$ cat config.mk
export PLATFORM = sky130hd
export DESIGN_NAME = cfgx_engine
export DESIGN_NICKNAME = d
export VERILOG_FILES = /design/src/rtl/cfgx_pkg.sv /design/src/rtl/cfgx_field_split.sv /design/src/rtl/cfgx_action.sv /design/src/rtl/cfgx_regs.sv /design/src/rtl/cfgx_engine.sv
export SDC_FILE = /design/constraint.sdc
export NUM_CORES = 1
export LEC_CHECK = 0
export BUFFER_PORTS_ARGS = -buffer_cell sky130_fd_sc_hd__buf_4
export CAP_MARGIN = 25
export CORE_MARGIN = 2
export CORE_UTILIZATION = 50
export CTS_CLUSTER_SIZE = 20
export DETAILED_ROUTE_END_ITERATION = 16
export GPL_TIMING_DRIVEN = 0
export PLACE_DENSITY_LB_ADDON = 0.05
export SYNTH_ARGS = -nofsm -noshare
export SYNTH_HDL_FRONTEND = slang
export SYNTH_SLANG_ARGS = --single-unit
$ cat constraint.sdc
create_clock -name clk -period 3.36 [get_ports clk]
set_input_delay 0.672 -clock clk [delete_from_list [all_inputs] [get_ports clk]]
set_output_delay 0.672 -clock clk [all_outputs]
set_load 0.005 [all_outputs]
$ cat src/rtl/cfgx_pkg.sv
package cfgx_pkg;
  localparam int WORD_W  = 32;
  localparam int CSEL_W  = 4;
  localparam int FUNC_W  = 6;
  localparam int SITE_W  = 2;
  localparam int POS_W   = 4;
  localparam int DEV_W   = 12;
  localparam int STAT_W  = 2;

  localparam int START_BIT = 31;
  localparam int DIR_BIT   = 30;
  localparam int CSEL_LSB  = 26;
  localparam int FUNC_LSB  = 20;
  localparam int SITE_LSB  = 16;
  localparam int POS_LSB   = 12;
  localparam int DEV_LSB   = 0;

  localparam logic [WORD_W-1:0] CMD_KEEP_MASK = 32'h7FF3_FFFF;

  typedef enum logic [FUNC_W-1:0] {
    FN_POWEROFF = 6'd8,
    FN_RESTART  = 6'd9
  } cfg_func_e;

  typedef struct packed {
    logic              start;
    logic              is_write;
    logic [CSEL_W-1:0] csel;
    logic [FUNC_W-1:0] func;
    logic [SITE_W-1:0] site;
    logic [POS_W-1:0]  pos;
    logic [DEV_W-1:0]  dev;
  } cmd_fields_t;

  typedef struct packed {
    logic ok;
    logic poweroff;
    logic restart;
  } cmd_verdict_t;
endpackage

$ cat src/rtl/cfgx_field_split.sv
module cfgx_field_split
  import cfgx_pkg::*;
(
  input  logic [WORD_W-1:0] word,
  output cmd_fields_t       fields
);
  always_comb begin
    fields.start    = word[START_BIT];
    fields.is_write = word[DIR_BIT];
    fields.csel     = word[CSEL_LSB +: CSEL_W];
    fields.func     = word[FUNC_LSB +: FUNC_W];
    fields.site     = word[SITE_LSB +: SITE_W];
    fields.pos      = word[POS_LSB +: POS_W];
    fields.dev      = word[DEV_LSB +: DEV_W];
  end
endmodule

$ cat src/rtl/cfgx_action.sv
module cfgx_action
  import cfgx_pkg::*;
#(
  parameter int MAX_SITE = 1
) (
  input  cmd_fields_t  fields,
  output cmd_verdict_t verdict
);
  logic target_ok;
  logic main_dev0;

  always_comb begin
    target_ok = (fields.csel == '0) && (fields.pos == '0) &&
                (int'(fields.site) <= MAX_SITE);
    main_dev0 = (fields.site == '0) && (fields.dev == '0);
    verdict   = '0;
    if (target_ok && fields.is_write && main_dev0) begin
      unique case (fields.func)
        FN_POWEROFF: begin verdict.ok = 1'b1; verdict.poweroff = 1'b1; end
        FN_RESTART:  begin verdict.ok = 1'b1; verdict.restart  = 1'b1; end
        default:     verdict = '0;
      endcase
    end
  end
endmodule

$ cat src/rtl/cfgx_regs.sv
module cfgx_regs
  import cfgx_pkg::*;
#(
  parameter int                ADDR_W   = 12,
  parameter logic [ADDR_W-1:0] OFS_DATA = 12'hA0,
  parameter logic [ADDR_W-1:0] OFS_CMD  = 12'hA4,
  parameter logic [ADDR_W-1:0] OFS_STAT = 12'hA8
) (
  input  logic              clk,
  input  logic              rst,
  input  logic              live,
  input  logic              bus_wr,
  input  logic              bus_rd,
  input  logic [ADDR_W-1:0] bus_addr,
  input  logic [WORD_W-1:0] bus_wdata,
  input  cmd_verdict_t      verdict,
  output logic [WORD_W-1:0] bus_rdata,
  output logic              poweroff_req,
  output logic              restart_req
);
  logic [WORD_W-1:0] data_q;
  logic [WORD_W-1:0] cmd_q;
  logic [STAT_W-1:0] stat_q;

  logic wr_data, wr_cmd, wr_stat, launch;

  always_comb begin
    wr_data = live && bus_wr && (bus_addr == OFS_DATA);
    wr_cmd  = live && bus_wr && (bus_addr == OFS_CMD);
    wr_stat = live && bus_wr && (bus_addr == OFS_STAT);
    launch  = wr_cmd && bus_wdata[START_BIT];
  end

  always_ff @(posedge clk) begin
    if (rst) begin
      data_q <= '0;
      cmd_q  <= '0;
      stat_q <= '0;
    end else begin
      if (wr_data) data_q <= bus_wdata;
      if (wr_cmd)  cmd_q  <= bus_wdata & CMD_KEEP_MASK;
      if (launch)
        stat_q <= {~verdict.ok, 1'b1};
      else if (wr_stat)
        stat_q <= bus_wdata[STAT_W-1:0];
    end
  end

  always_ff @(posedge clk) begin
    if (rst) begin
      poweroff_req <= 1'b0;
      restart_req  <= 1'b0;
    end else begin
      poweroff_req <= launch && verdict.poweroff;
      restart_req  <= launch && verdict.restart;
    end
  end

  always_ff @(posedge clk) begin
    if (rst) begin
      bus_rdata <= '0;
    end else if (live && bus_rd) begin
      if (bus_addr == OFS_DATA)      bus_rdata <= data_q;
      else if (bus_addr == OFS_CMD)  bus_rdata <= cmd_q;
      else if (bus_addr == OFS_STAT) bus_rdata <= {{(WORD_W-STAT_W){1'b0}}, stat_q};
      else                           bus_rdata <= '0;
    end else begin
      bus_rdata <= '0;
    end
  end
endmodule

$ cat src/rtl/cfgx_engine.sv
module cfgx_engine
  import cfgx_pkg::*;
#(
  parameter int                 ADDR_W      = 12,
  parameter int                 VARIANT_W   = 12,
  parameter logic [VARIANT_W-1:0] VARIANT_ON = 12'h190,
  parameter int                 MAX_SITE    = 1
) (
  input  logic                 clk,
  input  logic                 rst,
  input  logic [VARIANT_W-1:0] board_variant,
  input  logic                 bus_wr,
  input  logic                 bus_rd,
  input  logic [ADDR_W-1:0]    bus_addr,
  input  logic [31:0]          bus_wdata,
  output logic [31:0]          bus_rdata,
  output logic                 poweroff_req,
  output logic                 restart_req
);
  cmd_fields_t  fields;
  cmd_verdict_t verdict;
  logic         live;

  assign live = (board_variant == VARIANT_ON);

  cfgx_field_split u_split (
    .word   (bus_wdata),
    .fields (fields)
  );

  cfgx_action #(.MAX_SITE(MAX_SITE)) u_action (
    .fields  (fields),
    .verdict (verdict)
  );

  cfgx_regs #(.ADDR_W(ADDR_W)) u_regs (
    .clk          (clk),
    .rst          (rst),
    .live         (live),
    .bus_wr       (bus_wr),
    .bus_rd       (bus_rd),
    .bus_addr     (bus_addr),
    .bus_wdata    (bus_wdata),
    .verdict      (verdict),
    .bus_rdata    (bus_rdata),
    .poweroff_req (poweroff_req),
    .restart_req  (restart_req)
  );
endmodule

==> results of run 1 <==
## state kept, by name, summed over array words and instances, names as in the netlist
name / count
u_regs.bus_rdata: 32
u_regs.data_q: 32
u_regs.cmd_q: 29
u_regs.stat_q: 2
u_regs.poweroff_req: 1
u_regs.restart_req: 1
## layer usage
layer	share of wire, %	GRT usage [%]	wire length (µm)	up-vias
met2	48	47.7	6060	208
met4	2.3	11.6	294	0
met3	7.5	5.11	941	25
met5	0	0	0	-
li1	-	-	-	1931
met1	42	37.9	5240	2029
## worst max path at each step
stage                     slack, ps  cells past startpoint        startpoint                    to
after floorplan                1470                      5  board_variant[1]     u_regs.data_q[24]
after global routing           1150                      6  board_variant[1]       u_regs.cmd_q[3]
after CTS                      1300                      6  board_variant[1]       u_regs.cmd_q[3]
final                          1290                      7       bus_addr[2]  u_regs.bus_rdata[29]
after detailed placement        930                      6  board_variant[1]       u_regs.cmd_q[3]
after global placement         1010                      7       bus_addr[2]  u_regs.bus_rdata[29]
## worst reg2reg max path, cell delays in order (launching register included)
cell	delay, ps
dfxtp_1	340
nand2b_1	80
a2111oi_2	420
## power groups by stage
| stage | clock network (µW) | logic (µW) | registers, µW |
|---|---|---|---|
| floorplan | 0 | 54.8 | 1180 |
| global placement | 0 | 150 | 1180 |
| detailed placement | 0 | 151 | 1180 |
| CTS | 697 | 152 | 1150 |
| global route | 752 | 164 | 1150 |
| finish | 696 | 155 | 1150 |
## cell families (layout without fill, tap and decap cells)
kind of cell           after synthesis  after routing  share of synthesized area (%)
AO/OA/AOI/OAI                      157            157                           25.2
buffers and inverters               61            170                           7.53
flip-flops                          97             97                           47.3
AND/OR/NAND/NOR                    133            133                           20.0
## stage by stage
step | utilization (%) | hold slack (ps)
2_1_floorplan | - | 427
3_3_place_gp | 61.0 | 435
3_5_place_dp | 61.0 | 437
4_1_cts | 63.1 | 451
5_1_grt | 63.1 | 469
6_report | 63.1 | 448
## synthesized netlist by cell type, types with 2 or more instances
cell type,count,area [µm²]
a2111oi_2,2,30.0
a21oi_1,63,315
a22oi_1,27,203
and4_1,2,17.5
and4bb_2,2,25.0
buf_1,5,18.8
buf_2,25,125
buf_6,6,67.6
clkbuf_1,21,78.8
dfxtp_1,97,1940
inv_1,3,11.3
nand2b_1,4,25.0
nand4_1,65,407
nor2_1,32,120
nor2b_1,6,37.5
nor3_1,2,10.0
nor3_2,3,30.0
nor4_1,5,31.3
nor4b_1,2,17.5
nor4b_2,2,30.0
o31ai_1,62,465
or2_2,2,12.5
## final cells by class
| class | instances | area share [%] |
|---|---|---|
| sequential | 97 | 38.0 |
| multi-input combinational | 290 | 36.3 |
| timing repair buffer | 93 | 13.7 |
| buffer | 58 | 5.83 |
| clock buffer | 11 | 2.57 |
| tap | 105 | 2.57 |
| clock inverter | 5 | 0.784 |
| inverter | 3 | 0.221 |
==> impl_metrics.tcl, run 1 <==
set metrics [dict create \
    final.setup.worst_slack_ps 1290 \
    fillers 738 \
    final_cell_mix "97 x dfxtp_1, 94 x buf_4, 65 x nand4_1" \
    cp_max_fo 10 \
    status "complete, no violations" \
    end_kind "flip-flop" \
    critPathKind "input port to flip-flop" \
    ctsResizeCount 0 \
    yosysUniqueCellTypes 32 \
    pwr-share-comb_pct 7.8 \
    min_period_ps 2070 \
    insertion_delay_ps 370 \
    postPlaceCellArea_um2 4930 \
    portBuffers 93 \
    cts_buffers 9 \
    clock-sinks 97 \
    clock_path_buffers 2 \
    die_x_um 94.6 \
    critPathMaxStageDelay_ps 510 \
    grt_pass1_wl_um 20000 \
    cpMaxStageDelayCell "clkbuf_1" \
    syn_nets 508 \
    grt-ovfl-total 0 \
    firstDrtPassIters 5 \
    setup_viol 0 \
    r2r_end "u_regs.bus_rdata[1]" \
    startpoint_type "input port" \
    grt_max_degree 17 \
    crit_required_ps 3660 \
    synth-edff-count 0 \
    hold_class "flip-flop to flip-flop" \
    cap_violations 0 \
    ir_worst_vdd_v 0.000219 \
    yosys_register_bits 97 \
    min_period_over_period_pct 61.6 \
    place.gp.congestion 0.895 \
    antenna_left 0 \
    hold_buffers 0 \
    drv_slew 0 \
    area_delta_synth_final_pct 24.4 \
    fp.dieH_um 94.6 \
    syn_inst 448 \
    first_global_vias 3987 \
    diodes 0 \
    cp_top_family "buffers and inverters" \
    clk_pin_slew_worst_paths_ps 100 \
    p_leak_uw 0.00171 \
    worstPathCellList "buf_4, clkbuf_1, nor2_1, buf_2, clkbuf_1, a22oi_1, nor2_1" \
    synthFlopType "dfxtp_1" \
    rows 33 \
    power_frac_clock_pct 34.8 \
    syn-cell-area_um2 4100 \
    drc 0 \
    initial_core_util_pct 50.7 \
    multiInputGateArea_um2 1850 \
    power.total_uw 2000 \
    routed_wl_um 12500 \
    fmax_mhz 483 \
    preCtsSetupSlack_ps 934 \
    seqCellArea_um2 1940 \
    cp_num_buf_inv 4 \
    wl_per_cell_um 18.9 \
    power.internal_uw 1480 \
    avgSynthCellArea_um2 9.16 \
    final_common_cell "dfxtp_1" \
    slew-limit-headroom_pct 54.8 \
    hold_depth 2 \
    via_count 4193 \
    ys_async_sr_fraction_pct 0 \
    drtIter0Drc 361 \
    die_area_um2 8950 \
    via_per_inst 6.33 \
    yosysSeqAreaShare_pct 47.3 \
    r2r_cells 2 \
    cts_root_buf "clkbuf_8" \
    fin_area_um2 5100 \
    p_sw_share_pct 25.8 \
    rsz0062_at_grt "no" \
    tightest_slew_ps 678 \
    cp.arrival_ps 2370 \
    post_cts_buffers 0 \
    htreeDepth 3 \
    r2r_slack_ps 2410 \
    hp-start "u_regs.data_q[19]" \
    fp.coreArea_um2 8090 \
    rr_startpoint "u_regs.stat_q[1]" \
    dp_hpwl_um 8760 \
    yosys_warnings 0 \
    cellPowerDensity_nw_per_um2 392 \
    instances_no_fill 662 \
    hold-path-endpoint "u_regs.bus_rdata[19]" \
    place_inst 646 \
    drive_above_1_share_pct 27.3 \
    grtUsageTotal_pct 29.0 \
    io_pins 94 \
    power_frac_seq_pct 57.4 \
    fin_skew_ps 11.8 \
    p_sw_uw 516 \
    fin_nets 612 \
    finalHoldViolations 0 \
    antenna_found_initial 0 \
    cts_tree "built" \
    setup_tns_ps 0 \
]
Power figures use the tool's default switching activity.
==> inputs of run 2 (changes only) <==
- CORE_UTILIZATION: 50 -> 48
- clock period: 3.36 -> 1.7 ns (I/O delays scaled with it)
==> impl_metrics.tcl, run 2 (synthesis gave the netlist of run 1 again) <==
set metrics [dict create \
    final_common_cell "dfxtp_1" \
    drive_above_1_share_pct 28.9 \
    fmax_mhz 621 \
    slew-limit-headroom_pct 58.4 \
    worstPathCellList "buf_4, nor4b_4, nand4_1, clkbuf_1, o31ai_1, a21oi_1" \
    fp.dieH_um 96.5 \
    r2r_end "u_regs.bus_rdata[1]" \
    antenna_left 0 \
    firstDrtPassIters 5 \
    hp-start "bus_wdata[18]" \
    hold_depth 3 \
    via_count 4184 \
    grt_max_degree 20 \
    cellPowerDensity_nw_per_um2 791 \
    clk_pin_slew_worst_paths_ps 90 \
    fin_nets 612 \
    fillers 743 \
    grtUsageTotal_pct 29.5 \
    cts_buffers 9 \
    seqCellArea_um2 1940 \
    critPathKind "input port to flip-flop" \
    via_per_inst 6.32 \
    drv_slew 0 \
    die_area_um2 9310 \
    hold_class "input port to flip-flop" \
    r2r_cells 2 \
    diodes 0 \
    critPathMaxStageDelay_ps 390 \
    use_met1_pct 39.3 \
    r2r_slack_ps 740 \
    cap_violations 0 \
    ir_worst_vdd_v 0.000381 \
    drtIter0Drc 370 \
    rr_startpoint "u_regs.stat_q[1]" \
    routed_wl_um 13000 \
    place.gp.congestion 0.909 \
    htreeDepth 3 \
    cp_max_fo 10 \
    die_x_um 96.5 \
    drc 0 \
    fin_skew_ps 13.3 \
    fp.coreArea_um2 8260 \
    multiInputGateArea_um2 1900 \
    grt_pass1_wl_um 20900 \
    final_cell_mix "97 x dfxtp_1, 96 x buf_4, 65 x nand4_1" \
    top_regs "u_regs.bus_rdata (32), u_regs.data_q (32), u_regs.cmd_q (29)" \
    end_kind "flip-flop" \
    grt.busiest_layer "met2" \
    min_period_over_period_pct 94.7 \
    hold_slack_ps 231 \
    power.total_uw 4110 \
    rows 33 \
    rsz0062_at_grt "yes" \
    gr-usage-met3_pct 5.59 \
    io_pins 94 \
    min_period_ps 1610 \
    wl_per_cell_um 19.6 \
    portBuffers 93 \
    grt_use_met2_pct 47.0 \
    cts_root_buf "clkbuf_8" \
    insertion_delay_ps 370 \
    p_leak_uw 0.00176 \
    final.setup.worst_slack_ps 90.6 \
    first_global_vias 4015 \
    clock_path_buffers 2 \
    hold-path-endpoint "u_regs.data_q[18]" \
    antenna_found_initial 0 \
    preCtsSetupSlack_ps -387 \
    tightest_slew_ps 624 \
    area_delta_synth_final_pct 26.6 \
    startpoint_type "input port" \
    finalHoldViolations 0 \
    crit_required_ps 1930 \
    dp_hpwl_um 8950 \
    clock-sinks 97 \
    status "complete, no violations" \
    grt-ovfl-total 0 \
    initial_core_util_pct 49.7 \
    cp.arrival_ps 1840 \
    cpMaxStageDelayCell "o31ai_1" \
    setup_viol 0 \
    cts_tree "built" \
]
==> run 2: layout make-up <==
| class | instances | share of cell area, % |
|---|---|---|
| clock buffers | 11 | 2.53 |
| inverters | 3 | 0.217 |
| multi-input cells | 290 | 36.5 |
| repair buffers | 95 | 13.7 |
| flip-flops and latches | 97 | 37.4 |
| well taps | 105 | 2.53 |
| clock inverters | 5 | 1.23 |
| plain buffers | 56 | 5.83 |
==> run 2: power breakdown <==
part | internal (µW) | total (µW) | leakage (µW) | switching (µW)
clock | 692 | 1520 | 0.0000941 | 828
combinational | 126 | 319 | 0.000887 | 193
sequential | 2270 | 2270 | 0.000781 | 0.0000369
total | 3090 | 4110 | 0.00176 | 1020
==> run 2: timing repair <==
item	4_1_cts	5_1_grt
hold buffers	0	0
setup buffers	0	2
endpoints found under the hold margin	0	0
setup endpoints to repair	1	81
resized for setup	0	16
pin swaps	0	1
==> run 2: worst max-delay path, delay by kind of cell <==
kind	cells	cell delay, ps
buffers and inverters	2	450
AND/OR/NAND/NOR	2	540
AO/OA/AOI/OAI	2	510
==> run 2: stage by stage <==
step | std cells | setup TNS (ps) | cell area (µm²) | utilization, %
6_report | 662 | 0 | 5190 | 62.9
5_1_grt | 662 | -57.5 | 5190 | 62.9
4_1_cts | 661 | 0 | 5120 | 62.1
3_5_place_dp | 646 | -26390 | 4930 | 59.7
3_3_place_gp | 646 | -22540 | 4930 | 59.7
2_1_floorplan | 448 | 0 | 4100 | -
==> run 2: metal layers <==
layer | vias up | part of all wire (%)
li1 | 1938 | -
met2 | 220 | 47
met4 | 0 | 3.2
met3 | 39 | 8.1
met1 | 1987 | 41
met5 | - | 0
==> run 2: worst max path at each step <==
| stage | startpoint | to | slack [ps] | depth (start not counted) |
|---|---|---|---|---|
| floorplan | board_variant[1] | u_regs.data_q[24] | 150 | 5 |
| global placement | bus_addr[2] | u_regs.bus_rdata[29] | -340 | 7 |
| detailed placement | bus_addr[2] | u_regs.bus_rdata[29] | -390 | 7 |
| CTS | board_variant[1] | u_regs.stat_q[0] | 10 | 6 |
| global route | bus_addr[6] | u_regs.stat_q[0] | -40 | 6 |
| finish | bus_addr[6] | u_regs.stat_q[0] | 90 | 6 |
==> inputs of run 3 (changes only) <==
--- a/config.mk
+++ b/config.mk
@@ -6,8 +6,9 @@
 export NUM_CORES = 1
 export LEC_CHECK = 0
+export ABC_AREA = 1
 export BUFFER_PORTS_ARGS = -buffer_cell sky130_fd_sc_hd__buf_4
 export CAP_MARGIN = 25
 export CORE_MARGIN = 2
-export CORE_UTILIZATION = 48
+export CORE_UTILIZATION = 47
 export CTS_CLUSTER_SIZE = 20
 export DETAILED_ROUTE_END_ITERATION = 16
==> constraint.sdc (replaced) <==
create_clock -name clk -period 1.7 [get_ports clk]
set_input_delay 0.085 -clock clk [delete_from_list [all_inputs] [get_ports clk]]
set_output_delay 0.085 -clock clk [all_outputs]
set_load 0.005 [all_outputs]
==> impl_metrics.tcl, run 3 <==
set metrics [dict create \
    fmax_mhz 689 \
    fin_nets 696 \
    p_sw_share_pct 24.4 \
    htreeDepth 3 \
    yosysUniqueCellTypes 28 \
    synth-edff-count 0 \
    via_per_inst 5.00 \
    use_met1_pct 31.9 \
    cts_root_buf "clkbuf_8" \
    synth_top_area_cell "dfxtp_1" \
    yosysTopAreaCellShare_pct 51.0 \
    clock-sinks 97 \
    grt_pass1_wl_um 16900 \
    top_regs "u_regs.bus_rdata (32), u_regs.data_q (32), u_regs.cmd_q (29)" \
    utilization_pct 66.0 \
    gr-usage-met3_pct 4.90 \
    syn_inst 499 \
    synth_most_common_cell "nor2_1" \
    grt.busiest_layer "met2" \
    area_delta_synth_final_pct 35.2 \
    critPathKind "input port to flip-flop" \
    cellPowerDensity_nw_per_um2 767 \
    drtIter0Drc 133 \
    grt_max_degree 18 \
    wl_per_cell_um 13.9 \
    drv_slew 0 \
    insertion_delay_ps 360 \
    rr_startpoint "u_regs.cmd_q[22]" \
    via_count 3717 \
    antenna_left 0 \
    rsz0062_at_grt "no" \
    fillers 698 \
    power_frac_clock_pct 35.1 \
    hp-start "bus_wdata[29]" \
    yosys_warnings 0 \
    final_common_cell "nor2_1" \
    ir_worst_vdd_v 0.000504 \
    avgSynthCellArea_um2 7.64 \
    p_sw_uw 962 \
    tightest_slew_ps 647 \
    pwr-share-comb_pct 7.5 \
    synthTopCellsByArea "dfxtp_1 51%, nor2_1 15%, o21ai_0 7.4%, nand2_1 6.3%, nand3_1 4.5%" \
    power_frac_seq_pct 57.4 \
    cp.arrival_ps 1740 \
    crit_required_ps 1990 \
    ys_async_sr_fraction_pct 0 \
    power.total_uw 3950 \
    power.internal_uw 2990 \
    min_period_over_period_pct 85.3 \
    rows 32 \
    final.setup.worst_slack_ps 249 \
    p_leak_uw 0.00217 \
    fp.dieH_um 94.0 \
    clk_pin_slew_worst_paths_ps 100 \
    setup_viol 0 \
    drive_above_1_share_pct 24.5 \
    place.gp.congestion 0.868 \
    io_pins 94 \
    antenna_found_initial 0 \
    cp_max_fo 10 \
    portBuffers 93 \
    syn_nets 559 \
    firstDrtPassIters 4 \
    status "complete, no violations" \
    initial_core_util_pct 48.8 \
    routed_wl_um 10300 \
    cts_buffers 9 \
    fp.coreArea_um2 7810 \
    final_cell_mix "148 x nor2_1, 100 x buf_4, 97 x dfxtp_1" \
    startpoint_type "input port" \
    yosysSeqAreaShare_pct 51.0 \
    setup_tns_ps 0 \
    crit_path_start "rst" \
    grt-ovfl-total 0 \
    die_area_um2 8840 \
    hold_class "input port to flip-flop" \
    clock_path_buffers 2 \
    cap_violations 0 \
    preCtsSetupSlack_ps 191 \
    min_period_ps 1450 \
    finalHoldViolations 0 \
    synthTopCellsByCount "150 x nor2_1, 97 x dfxtp_1, 64 x nand2_1" \
    dp_hpwl_um 6950 \
    syn-cell-area_um2 3810 \
    yosys_register_bits 97 \
    cts_tree "built" \
    die_x_um 94.0 \
    grt_use_met2_pct 41.3 \
    synthFlopType "dfxtp_1" \
    grtUsageTotal_pct 24.5 \
    diodes 0 \
    fin_skew_ps 4.97 \
    slew-limit-headroom_pct 56.8 \
    drc 0 \
    first_global_vias 3515 \
    end_kind "flip-flop" \
]
==> run 3: cell count changes in the layout (fill, tap and decap cells not counted), sizes merged, moves of 37 or more <==
cell   before  now
a21oi      63   16
nand2       0   66
nor2       32  156
nand3       0   37
o21ai       0   66
o31ai      62    0
nand4      66    2
==> run 3: cell type report <==
cell class	instances	area (µm²)	share of cell area, %
Buffer	28	185	3.59
Clock buffer	10	128	2.48
Clock inverter	6	51.3	0.996
Inverter	25	95.1	1.85
Multi-Input combinational cell	349	1600	31.0
Sequential cell	97	1940	37.7
Tap cell	102	128	2.48
Timing Repair Buffer	126	1030	19.9
==> run 3: per-stage QoR <==
step	std cells	hold WS, ps	area, µm²
floorplan	499	154	3810
global placement	694	287	4640
detailed placement	694	286	4640
CTS	743	1.86	5140
global route	743	10.3	5150
finish	743	6.63	5150
==> run 3: logic make-up after synthesis <==
logic type	after synthesis	share of synthesized area, %
simple gates	267	30.2
flops	97	51.0
compound gates	82	11.5
buf+inv	53	7.36
==> run 3: worst paths after layout <==
check                         endpoint  slack [ps]  depth (start not counted)
setup / recovery    u_regs.restart_req         250                          6
hold reg to reg   u_regs.bus_rdata[18]         430                          2
hold / removal        u_regs.cmd_q[29]           7                          3
setup reg to reg  u_regs.bus_rdata[22]         970                          2
==> run 3: metal layers <==
layer	vias to the layer above	share of wire (%)
met4	0	1.2
li1	1862	-
met2	124	50
met1	1719	43
met5	-	0
met3	12	6.4
==> run 3: power by group through the flow <==
stage / Combinational (µW) / Sequential (µW) / Clock, µW
after detailed placement: 233 / 2320 / 0
after global placement: 230 / 2320 / 0
final: 296 / 2270 / 1390
after floorplan: 80.5 / 2320 / 0
after global routing: 326 / 2270 / 1510
after CTS: 291 / 2270 / 1410
==> run 3: repair_timing <==
action,CTS,global route
setup buffers,0,1
hold buffers,33,0
endpoints found under the setup margin,0,1
hold endpoints to repair,40,0
resized for setup,0,3
==> run 3: worst max-delay path: stages <==
cell	delay (ps)
dlygate4sd3_1	540
buf_4	150
clkinv_1	180
clkbuf_1	540
nand2_1	100
nor2_1	150
